--- config.mk ---
export PLATFORM = sky130hd
export DESIGN_NAME = io_page_decoder
export DESIGN_NICKNAME = d
export VERILOG_FILES = /design/src/rtl/iodec_pkg.sv /design/src/rtl/iodec_page_split.sv /design/src/rtl/iodec_para_split.sv /design/src/rtl/iodec_strobe_pair.sv /design/src/rtl/iodec_cfg_reg.sv /design/src/rtl/io_page_decoder.sv
export SDC_FILE = /design/constraint.sdc
export NUM_CORES = 1
export LEC_CHECK = 0
export ABC_AREA = 1
export BUFFER_PORTS_ARGS = -buffer_cell sky130_fd_sc_hd__buf_2
export CAP_MARGIN = 20
export CORE_MARGIN = 1.5
export CORE_UTILIZATION = 45
export DETAILED_ROUTE_END_ITERATION = 8
export GPL_TIMING_DRIVEN = 0
export MAX_ROUTING_LAYER = met4
export PLACE_DENSITY_LB_ADDON = 0.15
export REMOVE_ABC_BUFFERS = 1
export SYNTH_ARGS = -nofsm -noshare
export SYNTH_HDL_FRONTEND = slang
export SYNTH_SLANG_ARGS = --single-unit
--- constraint.sdc ---
create_clock -name clk -period 2.4 [get_ports clk]
set_input_delay 0.12 -clock clk [delete_from_list [all_inputs] [get_ports clk]]
set_output_delay 0.12 -clock clk [all_outputs]
set_load 0.005 [all_outputs]
--- src/rtl/iodec_pkg.sv ---
// Shared constants for the paged I/O decoder.
// Assumes a 1 KB window: 2 page bits, 3 paragraph bits, 1 half-paragraph bit.
package iodec_pkg;
    localparam int PAGE_LSB  = 8;
    localparam int PAGE_W    = 2;
    localparam int PAGES     = 1 << PAGE_W;
    localparam int PARA_LSB  = 5;
    localparam int PARA_W    = 3;
    localparam int PARAS     = 1 << PARA_W;
    localparam int HALF_BIT  = 4;
    localparam int WIN_LSB   = PAGE_LSB + PAGE_W;
    localparam int PERIPH_LAST = 1;            // paragraphs 0..1 merged
    localparam int STRB_PARA   = 2;            // paragraph split into strobes
    localparam int RSV_FIRST   = 3;
    localparam int N_RSV       = PARAS - RSV_FIRST;

    typedef struct packed {
        logic rd_n;
        logic wr_n;
    } strobe_t;
endpackage

--- src/rtl/iodec_page_split.sv ---
// Decodes the window hit and splits the window into one-hot pages.
// Assumes the window tag is compared against the address bits above the page field.
module iodec_page_split
    import iodec_pkg::*;
#(
    parameter int ADDR_W = 16,
    parameter int TAG_W  = ADDR_W - WIN_LSB,
    parameter logic [TAG_W-1:0] WIN_TAG = '0
) (
    input  logic [ADDR_W-1:0] addr,
    input  logic              win_en,
    output logic [PAGES-1:0]  page_hit
);
    logic win_hit;
    logic [PAGE_W-1:0] page_idx;

    assign win_hit  = win_en && (addr[ADDR_W-1:WIN_LSB] == WIN_TAG);
    assign page_idx = addr[PAGE_LSB +: PAGE_W];

    // One comparator per page, gated by the window hit.
    for (genvar p = 0; p < PAGES; p++) begin : g_page
        assign page_hit[p] = win_hit && (page_idx == PAGE_W'(p));
    end
endmodule

--- src/rtl/iodec_para_split.sv ---
// Splits the peripheral page into one-hot 32-byte paragraphs.
// Assumes page_ok is already one-hot-qualified by the page decoder.
module iodec_para_split
    import iodec_pkg::*;
(
    input  logic              page_ok,
    input  logic [PARA_W-1:0] para_idx,
    output logic [PARAS-1:0]  para_hit
);
    // One comparator per paragraph.
    for (genvar q = 0; q < PARAS; q++) begin : g_para
        assign para_hit[q] = page_ok && (para_idx == PARA_W'(q));
    end
endmodule

--- src/rtl/iodec_strobe_pair.sv ---
// Produces an active-low read/write strobe pair for one 16-byte region.
// Assumes region_hit is purely address-derived; phi2 and rnw qualify it here.
module iodec_strobe_pair (
    input  logic clk,
    input  logic rst_n,
    input  logic region_hit,
    input  logic rnw,
    input  logic phi2,
    output logic rd_n,
    output logic wr_n
);
    // Strobes are active only in phase 2, with direction picked by rnw.
    always_comb begin
        rd_n = !(region_hit && phi2 && rnw);
        wr_n = !(region_hit && phi2 && !rnw);
    end


    strobe_phase_chk: assert property (@(posedge clk) disable iff (!rst_n)
        !phi2 |-> (rd_n && wr_n));


    strobe_dir_chk: assert property (@(posedge clk) disable iff (!rst_n)
        !(!rd_n && !wr_n));
endmodule

--- src/rtl/iodec_cfg_reg.sv ---
// Configuration register: loads on the end of its write strobe, gated readback.
// Assumes the strobes are sampled by clk; data is taken while the strobe is low.
module iodec_cfg_reg #(
    parameter int DATA_W = 8,
    parameter logic [DATA_W-1:0] RST_VAL = '0
) (
    input  logic              clk,
    input  logic              rst_n,
    input  logic              wr_n,
    input  logic              rd_n,
    input  logic [DATA_W-1:0] wdata,
    output logic [DATA_W-1:0] q,
    output logic [DATA_W-1:0] rdata
);
    logic [DATA_W-1:0] shadow;
    logic              wr_n_d;

    // Hold write data while the strobe is low, commit on its rising edge.
    always_ff @(posedge clk) begin
        if (!rst_n) begin
            q      <= RST_VAL;
            shadow <= RST_VAL;
            wr_n_d <= 1'b1;
        end else begin
            wr_n_d <= wr_n;
            if (!wr_n)
                shadow <= wdata;
            if (wr_n && !wr_n_d)
                q <= shadow;
        end
    end

    // Readback only while the read strobe is active.
    always_comb rdata = rd_n ? '0 : q;


    cfg_load_chk: assert property (@(posedge clk) disable iff (!rst_n)
        ($past(rst_n) && wr_n && !$past(wr_n)) |=> (q == $past(wdata, 2)));


    cfg_hold_chk: assert property (@(posedge clk) disable iff (!rst_n)
        ($past(rst_n) && !(wr_n && !$past(wr_n))) |=> $stable(q));


    cfg_reset_chk: assert property (@(posedge clk)
        !rst_n |=> (q == RST_VAL));
endmodule

--- src/rtl/io_page_decoder.sv ---
// Top of the paged I/O decoder: page, paragraph and half-paragraph decode,
// merged peripheral and RAM selects, and the configuration register.
// Assumes a 1 KB window whose location is set by WIN_TAG.
module io_page_decoder
    import iodec_pkg::*;
#(
    parameter int ADDR_W = 16,
    parameter int DATA_W = 8,
    parameter logic [ADDR_W-WIN_LSB-1:0] WIN_TAG = 6'h24
) (
    input  logic              clk,
    input  logic              rst_n,
    input  logic [ADDR_W-1:0] addr,
    input  logic              win_en,
    input  logic              rnw,
    input  logic              phi2,
    input  logic [DATA_W-1:0] wdata,
    output logic              periph_en,
    output logic              cfg_rd_n,
    output logic              cfg_wr_n,
    output logic              aux_rd_n,
    output logic              aux_wr_n,
    output logic [N_RSV-1:0]  rsv_sel_n,
    output logic              ram_sel_n,
    output logic [DATA_W-1:0] cfg_q,
    output logic [DATA_W-1:0] cfg_rdata
);
    localparam int TAG_W = ADDR_W - WIN_LSB;

    logic [PAGES-1:0] page_hit;
    logic [PARAS-1:0] para_hit;
    logic [1:0]       half_hit;
    strobe_t          strb [2];

    iodec_page_split #(.ADDR_W(ADDR_W), .TAG_W(TAG_W), .WIN_TAG(WIN_TAG)) u_page (
        .addr     (addr),
        .win_en   (win_en),
        .page_hit (page_hit)
    );

    iodec_para_split u_para (
        .page_ok  (page_hit[1]),
        .para_idx (addr[PARA_LSB +: PARA_W]),
        .para_hit (para_hit)
    );

    // Split the strobe paragraph on the half bit.
    always_comb begin
        half_hit[0] = para_hit[STRB_PARA] && !addr[HALF_BIT];
        half_hit[1] = para_hit[STRB_PARA] &&  addr[HALF_BIT];
    end

    for (genvar h = 0; h < 2; h++) begin : g_strb
        iodec_strobe_pair u_sp (
            .clk        (clk),
            .rst_n      (rst_n),
            .region_hit (half_hit[h]),
            .rnw        (rnw),
            .phi2       (phi2),
            .rd_n       (strb[h].rd_n),
            .wr_n       (strb[h].wr_n)
        );
    end

    // Reserved paragraphs, one active-low select each.
    for (genvar r = 0; r < N_RSV; r++) begin : g_rsv
        assign rsv_sel_n[r] = !para_hit[RSV_FIRST + r];
    end

    // Merged selects and strobe routing.
    always_comb begin
        periph_en = |para_hit[PERIPH_LAST:0];
        ram_sel_n = !(page_hit[2] || page_hit[3]);
        cfg_rd_n  = strb[0].rd_n;
        cfg_wr_n  = strb[0].wr_n;
        aux_rd_n  = strb[1].rd_n;
        aux_wr_n  = strb[1].wr_n;
    end

    iodec_cfg_reg #(.DATA_W(DATA_W)) u_cfg (
        .clk   (clk),
        .rst_n (rst_n),
        .wr_n  (cfg_wr_n),
        .rd_n  (cfg_rd_n),
        .wdata (wdata),
        .q     (cfg_q),
        .rdata (cfg_rdata)
    );


    single_active_chk: assert property (@(posedge clk) disable iff (!rst_n)
        $countones({periph_en, ~cfg_rd_n, ~cfg_wr_n, ~aux_rd_n, ~aux_wr_n,
                    ~rsv_sel_n, ~ram_sel_n}) <= 1);


    idle_outside_chk: assert property (@(posedge clk) disable iff (!rst_n)
        (!win_en || addr[ADDR_W-1:WIN_LSB] != WIN_TAG) |->
        (!periph_en && cfg_rd_n && cfg_wr_n && aux_rd_n && aux_wr_n &&
         (&rsv_sel_n) && ram_sel_n && cfg_rdata == '0));


    ram_page_chk: assert property (@(posedge clk) disable iff (!rst_n)
        !ram_sel_n |-> addr[PAGE_LSB + 1]);


    video_page_chk: assert property (@(posedge clk) disable iff (!rst_n)
        (addr[PAGE_LSB +: PAGE_W] == '0) |->
        (!periph_en && cfg_rd_n && cfg_wr_n && aux_rd_n && aux_wr_n &&
         (&rsv_sel_n) && ram_sel_n));
endmodule

### After elaboration in Yosys (flattened, before gate mapping)

Cells that the tools add are included.
W data, S select, Z words.

| storage, ports and cells | value |
|---|---|
| register bits | 17 |
| latch bits | 0 |
| RAM bits | 0 |
| ROM bits | 0 |
| bits of input ports | 29 |
| output and inout bits | 27 |
| word-level logic and storage cells | 52 |
| memories | 0 |

| operators by class | value |
|---|---|
| add/subtract/negate cells | 0 |
| multiply operators | 0 |
| div/mod/pow operators | 0 |
| magnitude comparators | 0 |
| equality and inequality tests | 11 |
| shift-type cells | 0 |
| multiplexer cells | 1 |
| bitwise operators | 0 |
| reductions and logical operators | 37 |

Operators by type and width:

| operator | count |
|---|---|
| $logic_and A1 B1 Y1 | 21 |
| $logic_not A1 Y1 | 13 |
| $eq A3 B3 Y1 const B | 4 |
| $mux W8 | 1 |
| $eq A3 B2 Y1 const B | 2 |
| $eq A6 B6 Y1 const B | 1 |
| $eq A2 B2 Y1 const B | 2 |
| $eq A3 B1 Y1 const B | 1 |
| $logic_not A3 Y1 | 1 |
| $eq A2 B1 Y1 const B | 1 |
| $reduce_or A2 Y1 | 1 |
| $logic_or A1 B1 Y1 | 1 |

### Depth between registers and ports, before layout

Gate-level depths: netlist of the first run.

| logic depth | value |
|---|---|
| word-level depth | 9 |
| mapped depth | 11 |
| depth with buffers taken out | 10 |

### By module

From an unflattened synthesis of the first run, not the netlist that was laid out.

| second synthesis, totals | value |
|---|---|
| cells, all modules | 156 |
| area total of the unflattened synthesis | 914.6 µm² |

Modules (own cells, without submodules):

| module | instances | cells each | area an instance (µm²) | sequential area each (µm²) |
|---|---|---|---|---|
| iodec_cfg_reg | 1 | 101 | 700.7 | 340.3 |
| iodec_page_split | 1 | 19 | 71.3 | 0.0 |
| iodec_para_split | 1 | 17 | 63.8 | 0.0 |
| io_page_decoder | 1 | 13 | 51.3 | 0.0 |
| iodec_strobe_pair | 2 | 3 | 13.8 | 0.0 |

### Least setup slack after synthesis of the first run

OpenSTA, ideal clock, no wires.

| path | value |
|---|---|
| path kind | input-to-output |
| start point | in addr[13] |
| end point | out cfg_rdata[0] |
| arrival time | 958 ps |
| data required time | 2,280 ps |
| path slack | 1,322 ps |
| stages on the path | 9 |
| path buffers | 0 |
| cells stage by stage | inv_1 > nand2_1 > nor2_1 > nand4_1 > inv_1 > nand2_1 > nor2_4 > nand3_2 > nor2_1 |

| on the way | value |
|---|---|
| word-level cells in the longest chain between the ends | 8 |

RTL lines:

| element | RTL line | RTL |
|---|---|---|
| start: declaration | io_page_decoder.sv:13 | `input logic [ADDR_W-1:0] addr,` |
| $eq A6 B6 Y1 | iodec_page_split.sv:17 | `assign win_hit = win_en && (addr[ADDR_W-1:WIN_LSB] == WIN_TAG);` |
| $logic_and A1 B1 Y1 | iodec_page_split.sv:17 |  |
| $logic_and A1 B1 Y1 | iodec_page_split.sv:22 | `assign page_hit[p] = win_hit && (page_idx == PAGE_W'(p));` |
| $logic_and A1 B1 Y1 | iodec_para_split.sv:12 | `assign para_hit[q] = page_ok && (para_idx == PARA_W'(q));` |
| $logic_and A1 B1 Y1 | io_page_decoder.sv:49 | `half_hit[0] = para_hit[STRB_PARA] && !addr[HALF_BIT];` |
| $logic_and A1 B1 Y1 (2 in series) | iodec_strobe_pair.sv:14 | `rd_n = !(region_hit && phi2 && rnw);` |
| $mux W8 | iodec_cfg_reg.sv:34 | `always_comb rdata = rd_n ? '0 : q;` |
| end: declaration | io_page_decoder.sv:26 | `output logic [DATA_W-1:0] cfg_rdata` |

Every way passes these cells.

### Worst setup path in the final report of the first run

| path | value |
|---|---|
| start point | in addr[13] |
| end point | out cfg_rdata[6] |

The elaborated chain is that of the path after synthesis.

==> qor.yml, run 1 <==
sta:
  timing.hold.ws_ns: 0.0680
  timing.final.crit_period_ns: 1.47
  max-slew-margin-rel_pct: 82.4
  finalSetupViolations: 0
  fin_tns_setup_ns: 0
  worst_slack_ns: 0.928
  post-route-period-util_pct: 61.3
  clock-skew-final_ns: 0.00192
  max_freq_ghz: 0.679
  hold_viol: 0
  slew_violations: 0
  rsz0062_at_grt: "false"
  worstMarginPinSlew_ns: 0.263
synth:
  synth-seq-cells: 17
  synthDistinctLibCells: 16
  synth_area_leader_cell: "dfxtp_1"
  postSynth.asyncResetShare_pct: 0
  synth_cells: 142
  ys_seq_area_share_pct: 37.6
  yosysTopAreaCellShare_pct: 37.6
  synthTopCellsByArea: "dfxtp_1 (38%), nor2_1 (19%), nand2_1 (12%), inv_1 (9.9%), o21ai_0 (4.4%)"
  synth.avg_cell_area_um2: 6.38
  synth-main-ff-cell: "dfxtp_1"
  synth_area_um2: 906
  synth.most_common_cell: "nor2_1"
  synth_edf_count: 0
  yosys_warnings: 0
  synth_commonest_cells: "nor2_1 (46), nand2_1 (28), inv_1 (24)"
critical_path:
  setup.worst_path.end_class: "output pin"
  crit_type: "primary input to output pin"
  r2r-end: "u_cfg.q[4]$_SDFFE_PN0P_"
  slowest_delay_ns: 0.21
  crit_required_ns: 2.28
  rrSetupSlack_ns: 1.60
  reg2reg_depth: 5
  cp_slowest_cell: "nand3_2"
  worst-path-stages: 11
  startpoint_type: "primary input"
  crit_buf_inv: 4
  critPathArrivalTime_ns: 1.35
  crit_path_cell_trace: "buf_2 > inv_1 > nand2_1 > nor2_1 > nand4_1 > inv_1 > nand2_1 > nor2_4 > nand3_2 > nor2_1 > buf_2"
  path_max_fanout: 9
  reg2reg_from: "u_cfg.wr_n_d$_SDFF_PN1_"
  crit_family: "simple AND/OR/NAND/NOR gates"
min_path:
  hold_path_depth: 3
  whs_endpoint: "u_cfg.shadow[5]$_SDFFE_PN0P_"
  hold_start: "wdata[5]"
  hold_class: "primary input to register"
floorplanning:
  rows: 16
  dieArea_um2: 2290
  die_w_um: 47.9
  io_pins: 56
  initial_utilization_pct: 47.1
  core-area_um2: 1920
  die_h_um: 47.9
power_and_ir_drop:
  power_mw: 0.483
  powerDensity_nw_per_um2: 403
  p_int_mw: 0.364
  p_clk_share_pct: 32.2
  p_seq_share_pct: 58.3
  vdd_drop_max_v: 0.000412
  p_switching_mw: 0.120
  power.share.combinational_pct: 9.4
  cellLeakagePower_nw: 0.668
  switching_share_pct: 24.7
status:
  status: "finished clean"
cts:
  post_cts_buffers: 0
  ctsHoldBuffers: 0
  cts.sinks: 17
  clk-insertion-delay-late_ns: 0.29
  cts_buffers: 3
  cts.clk_slew.worst_paths_ns: 0.10
  h-tree-depth: 1
  clk_path_buf_depth: 2
  cts_resized: 0
  cts_tree: "done"
  cts-root-buf: "clkbuf_4"
placement:
  place_congestion: 0.728
  place_area_um2: 1170
  dp_slack_ns: 0.920
  io_buffers: 51
  dp_hpwl_um: 1530
global_routing:
  grt_pass1_vias: 777
  grtUsageTotal_pct: 19.7
  antenna_found_initial: 0
  grt_max_degree: 18
  grt_pass1_wl_um: 3080
  grt_overflow: 0
cells_and_area:
  syn_to_final_growth_pct: 32.3
  multiInputGateArea_um2: 452
  seq_area_um2: 340
  nNetsFinal: 225
  drive_above_1_share_pct: 32.3
  fillers: 208
  n_antenna_cell: 0
  final_cell_area_um2: 1200
route:
  drc_errors: 0
  drt_first_pass_iters: 4
  via_per_inst: 4.43
  drt-wirelength-per-cell_um: 8.88
  num_vias: 984
  drt_iter0_markers: 18
  routed_wl_um: 1970
  ant_nets: 0
flow_run:
  maxCapViolCount: 0
## tightest hold or removal path: stages
cell     delay, ns
buf_2         0.07
o21ai_0       0.07
nor2_1        0.07
## kinds of logic (layout without fill, tap and decap cells)
kind of cell,count (synthesis),count (layout),synth area share (%)
and+or+nand+nor,91,91,45.4
buffers and inverters,26,79,12.6
AOI/OAI and AO/OA,8,8,4.42
DFF,17,17,37.6
## stage by stage
stage          cells  utilization [%]
2_1_floorplan    140                -
3_3_place_gp     218             60.9
3_5_place_dp     218             60.9
4_1_cts          222             62.4
5_1_grt          222             62.4
6_report         222             62.4
## power by group through the flow
stage / logic, mW / registers, mW / clock network, mW
after CTS: 0.0458 / 0.282 / 0.161
after floorplan: 0.0166 / 0.288 / 0
final: 0.0456 / 0.282 / 0.156
after global placement: 0.0440 / 0.288 / 0
after detailed placement: 0.0457 / 0.288 / 0
after global routing: 0.0527 / 0.282 / 0.173
## routing by layer
| layer | part of all wire [%] | routed length [µm] | GRT usage [%] |
|---|---|---|---|
| met5 | 0 | 0 | - |
| met4 | 0.56 | 11 | 4.32 |
| met2 | 51 | 1010 | 34.7 |
| met3 | 5.5 | 109 | 7.17 |
| met1 | 43 | 842 | 21.0 |
## worst max path at each step
stage | startpoint | endpoint | slack [ns]
after floorplan | addr[13] | cfg_rdata[0] | 1.32
after detailed placement | addr[13] | cfg_rdata[6] | 0.92
final | addr[13] | cfg_rdata[6] | 0.93
after global placement | addr[13] | cfg_rdata[4] | 0.98
after global routing | addr[13] | cfg_rdata[7] | 0.74
after CTS | addr[13] | cfg_rdata[6] | 0.91
## state kept, by name (all words and copies together), names as in the netlist
name          cells
u_cfg.wr_n_d      1
u_cfg.shadow      8
u_cfg.q           8
## final cells by class
cell class                 instances  share of cell area (%)
clock buffer                       3                    1.88
clock inverter                     1                   0.418
inverter                          24                    7.52
multi-input combinational         99                    37.7
sequential                        17                    28.4
tap                               27                    2.82
timing repair buffer              51                    21.3
## placed cells by master, fill, tap and decap left out
cell,instances
buf_2,51
nor2_1,46
nand2_1,28
inv_1,24
dfxtp_1,17
o21ai_0,8
nand4_1,4
nor3_1,3
clkbuf_4,3
nor2_4,2
nor2_2,2
nand3_1,2
nand2_2,1
nand3_2,1
nand4_4,1
nand2_4,1
clkinv_2,1
(Power assumes the default switching activity.)
==> inputs of run 2 (changes only) <==
--- a/config.mk
+++ b/config.mk
@@ -9,7 +9,7 @@
 export BUFFER_PORTS_ARGS = -buffer_cell sky130_fd_sc_hd__buf_2
 export CAP_MARGIN = 20
 export CORE_MARGIN = 1.5
-export CORE_UTILIZATION = 45
+export CORE_UTILIZATION = 37
 export DETAILED_ROUTE_END_ITERATION = 8
 export GPL_TIMING_DRIVEN = 0
 export MAX_ROUTING_LAYER = met4
==> constraint.sdc (replaced) <==
create_clock -name clk -period 1.2 [get_ports clk]
set_input_delay 0.06 -clock clk [delete_from_list [all_inputs] [get_ports clk]]
set_output_delay 0.06 -clock clk [all_outputs]
set_load 0.005 [all_outputs]
==> qor.yml, run 2 (synthesis gave the netlist of run 1 again) <==
critical_path:
  crit_type: "primary input to output pin"  # unchanged
  crit_required_ns: 1.14  # was 2.28 ns
  setup.worst_path.end_class: "output pin"  # unchanged
  startpoint_type: "primary input"  # unchanged
  crit_buf_inv: 9  # was 4
  crit_top_cell: "buf_4"
  cp_slowest_cell: "buf_4"  # was nand3_2
  crit_path_cell_trace: "buf_2 > nand2_2 > nor2_2 > nand4_1 > inv_1 > buf_4 > buf_4 > buf_4 > buf_4 > buf_4 > buf_4 > nand2_1 > buf_2"  # was buf_2 > inv_1 > nand2_1 > nor2_1 > nand4_1 > inv_1 > nand2_1 > nor2_4 > nand3_2 > nor2_1 > buf_2
  critPathArrivalTime_ns: 1.26  # was 1.35 ns
  slowest_delay_ns: 0.13  # was 0.21 ns
  crit_family: "buffers and inverters"  # was simple AND/OR/NAND/NOR gates
  path_max_fanout: 2  # was 9
min_path:
  hold_class: "primary input to register"  # unchanged
cts:
  cts.clk_slew.worst_paths_ns: 0.09  # was 0.10 ns
  clk_path_buf_depth: 2  # unchanged
  ctsHoldBuffers: 0  # unchanged
  h-tree-depth: 1  # unchanged
  clk-insertion-delay-late_ns: 0.29  # about the same
  cts.sinks: 17  # unchanged
  cts-root-buf: "clkbuf_4"  # unchanged
  cts_buffers: 3  # unchanged
  cts_tree: "done"  # unchanged
global_routing:
  grt_pass1_wl_um: 3770  # was 3080 µm
  grt_pass1_vias: 947  # was 777
  grt_overflow: 0  # unchanged
  grt_max_degree: 18  # unchanged
  grtUsageTotal_pct: 19.3  # was 19.7%
  antenna_found_initial: 0  # unchanged
route:
  drt-wirelength-per-cell_um: 10.5  # was 8.88 µm
  drt_iter0_markers: 18  # unchanged
  drc_errors: 0  # unchanged
  via_per_inst: 4.55  # was 4.43
  drt_first_pass_iters: 5  # was 4
  ant_nets: 0  # unchanged
  num_vias: 1102  # was 984
  routed_wl_um: 2530  # was 1970 µm
cells_and_area:
  nNetsFinal: 244  # was 225
  top_regs: "u_cfg.q (8), u_cfg.shadow (8), u_cfg.wr_n_d (1)"  # unchanged
  final_cell_area_um2: 1470  # was 1200 µm²
  n_antenna_cell: 0  # unchanged
  syn_to_final_growth_pct: 62.2  # was 32.3%
  fillers: 205  # was 208
  most-common-layout-cells: "buf_2 (48), nor2_1 (39), inv_1 (21), nand2_1 (17), dfxtp_1 (17)"  # was buf_2 (51), nor2_1 (46), nand2_1 (28), inv_1 (24), dfxtp_1 (17)
  final_common_cell: "buf_2"  # unchanged
  drive_above_1_share_pct: 47.7  # was 32.3%
power_and_ir_drop:
  powerDensity_nw_per_um2: 669  # was 403 nW/µm²
  vdd_drop_max_v: 0.000886  # was 0.000412 V
  cellLeakagePower_nw: 0.754  # was 0.668 nW
  power_mw: 0.982  # was 0.483 mW
placement:
  io_buffers: 51  # unchanged
  place_area_um2: 1170  # about the same
  dp_slack_ns: -0.168  # was 0.920 ns
  place_congestion: 0.742  # was 0.728
  dp_hpwl_um: 1540  # was 1530 µm
sta:
  max-slew-margin-rel_pct: 72.8  # was 82.4%
  slew_violations: 0  # unchanged
  timing.hold.ws_ns: -0.00130  # was 0.0680 ns
  worst_slack_ns: -0.123  # was 0.928 ns
  worstMarginPinSlew_ns: 0.407  # was 0.263 ns
  rsz0062_at_grt: "true"  # was false
  post-route-period-util_pct: 110
  max_freq_ghz: 0.756
  hold_viol: 1  # was 0
  timing.final.crit_period_ns: 1.32
  finalSetupViolations: 17  # was 0
  clock-skew-final_ns: 0.00449  # was 0.00192 ns
floorplanning:
  rows: 17  # was 16
  dieArea_um2: 2750  # was 2290 µm²
  io_pins: 56  # unchanged
  core-area_um2: 2250  # was 1920 µm²
  initial_utilization_pct: 40.2  # was 47.1%
  die_h_um: 52.5  # was 47.9 µm
  die_w_um: 52.5  # was 47.9 µm
flow_run:
  maxCapViolCount: 0  # unchanged
status:
  violations: "hold timing, setup timing"
  status: "finished, violations left"  # was finished clean
[run 2: cell count changes in the layout (fill, tap and decap cells not counted), sizes merged]
cell | previous run | this run
buf | 51 | 68
clkbuf | 3 | 4
clkinv | 1 | 0
clkinvlp | 0 | 1
inv | 24 | 23
nand2 | 30 | 31
nand3 | 3 | 4
[run 2: worst paths after layout]
check                                             startpoint                            to  slack [ns]  cells after the start
worst max-delay path                                addr[12]                     ram_sel_n       -0.12                     13
worst min-delay path                                wdata[4]  u_cfg.shadow[4]$_SDFFE_PN0P_      -0.001                      3
worst max register to register       u_cfg.wr_n_d$_SDFF_PN1_       u_cfg.q[5]$_SDFFE_PN0P_        0.28                      5
worst min register to register  u_cfg.shadow[7]$_SDFFE_PN0P_  u_cfg.shadow[7]$_SDFFE_PN0P_        0.49                      2
[run 2: layout make-up]
type	count	area [µm²]	area share (%)
multi-input cells	101	552	37.6
repair buffers	68	417	28.4
inverters	24	98.8	6.73
well taps	28	35.0	2.39
flip-flops and latches	17	340	23.2
clock buffers	4	26.3	1.79
[run 2: per-layer routing]
metal / wire [µm] / vias up / GRT usage, %
li1: - / 573 / -
met3: 155 / 5 / 5.14
met2: 1240 / 33 / 34.6
met4: 25 / 0 / 5.13
met5: 0 / - / -
met1: 1100 / 491 / 20.8
[run 2: worst register-to-register path, delay by kind of cell, from the launching register on]
| kind | cells | cell delay [ns] |
|---|---|---|
| buf+inv | 1 | 0.19 |
| simple gates | 4 | 0.36 |
| flops | 1 | 0.31 |
[run 2: what timing repair did]
item	CTS	global route
setup endpoints to repair	10	29
pin swaps	4	9
cloned	1	1
buffers inserted	9	8
gates resized for setup	8	33
[run 2: per-stage QoR]
stage	setup TNS (ns)	util, %	cells	hold slack (ns)
after floorplan	0	-	140	0.129
after global placement	-1.29	52.0	219	0.307
after detailed placement	-2.30	52.0	219	0.317
after CTS	-0.431	58.0	233	0.00773
after global routing	-2.68	65.1	242	0.00598
final	-0.689	65.1	242	-0.00130
[run 2: power by group]
| part | leakage (nW) | total, mW | switching, mW | internal [mW] |
|---|---|---|---|---|
| Clock | 0.0150 | 0.298 | 0.169 | 0.129 |
| Sequential | 0.137 | 0.564 | 0.0000105 | 0.564 |
| Combinational | 0.602 | 0.121 | 0.0669 | 0.0536 |
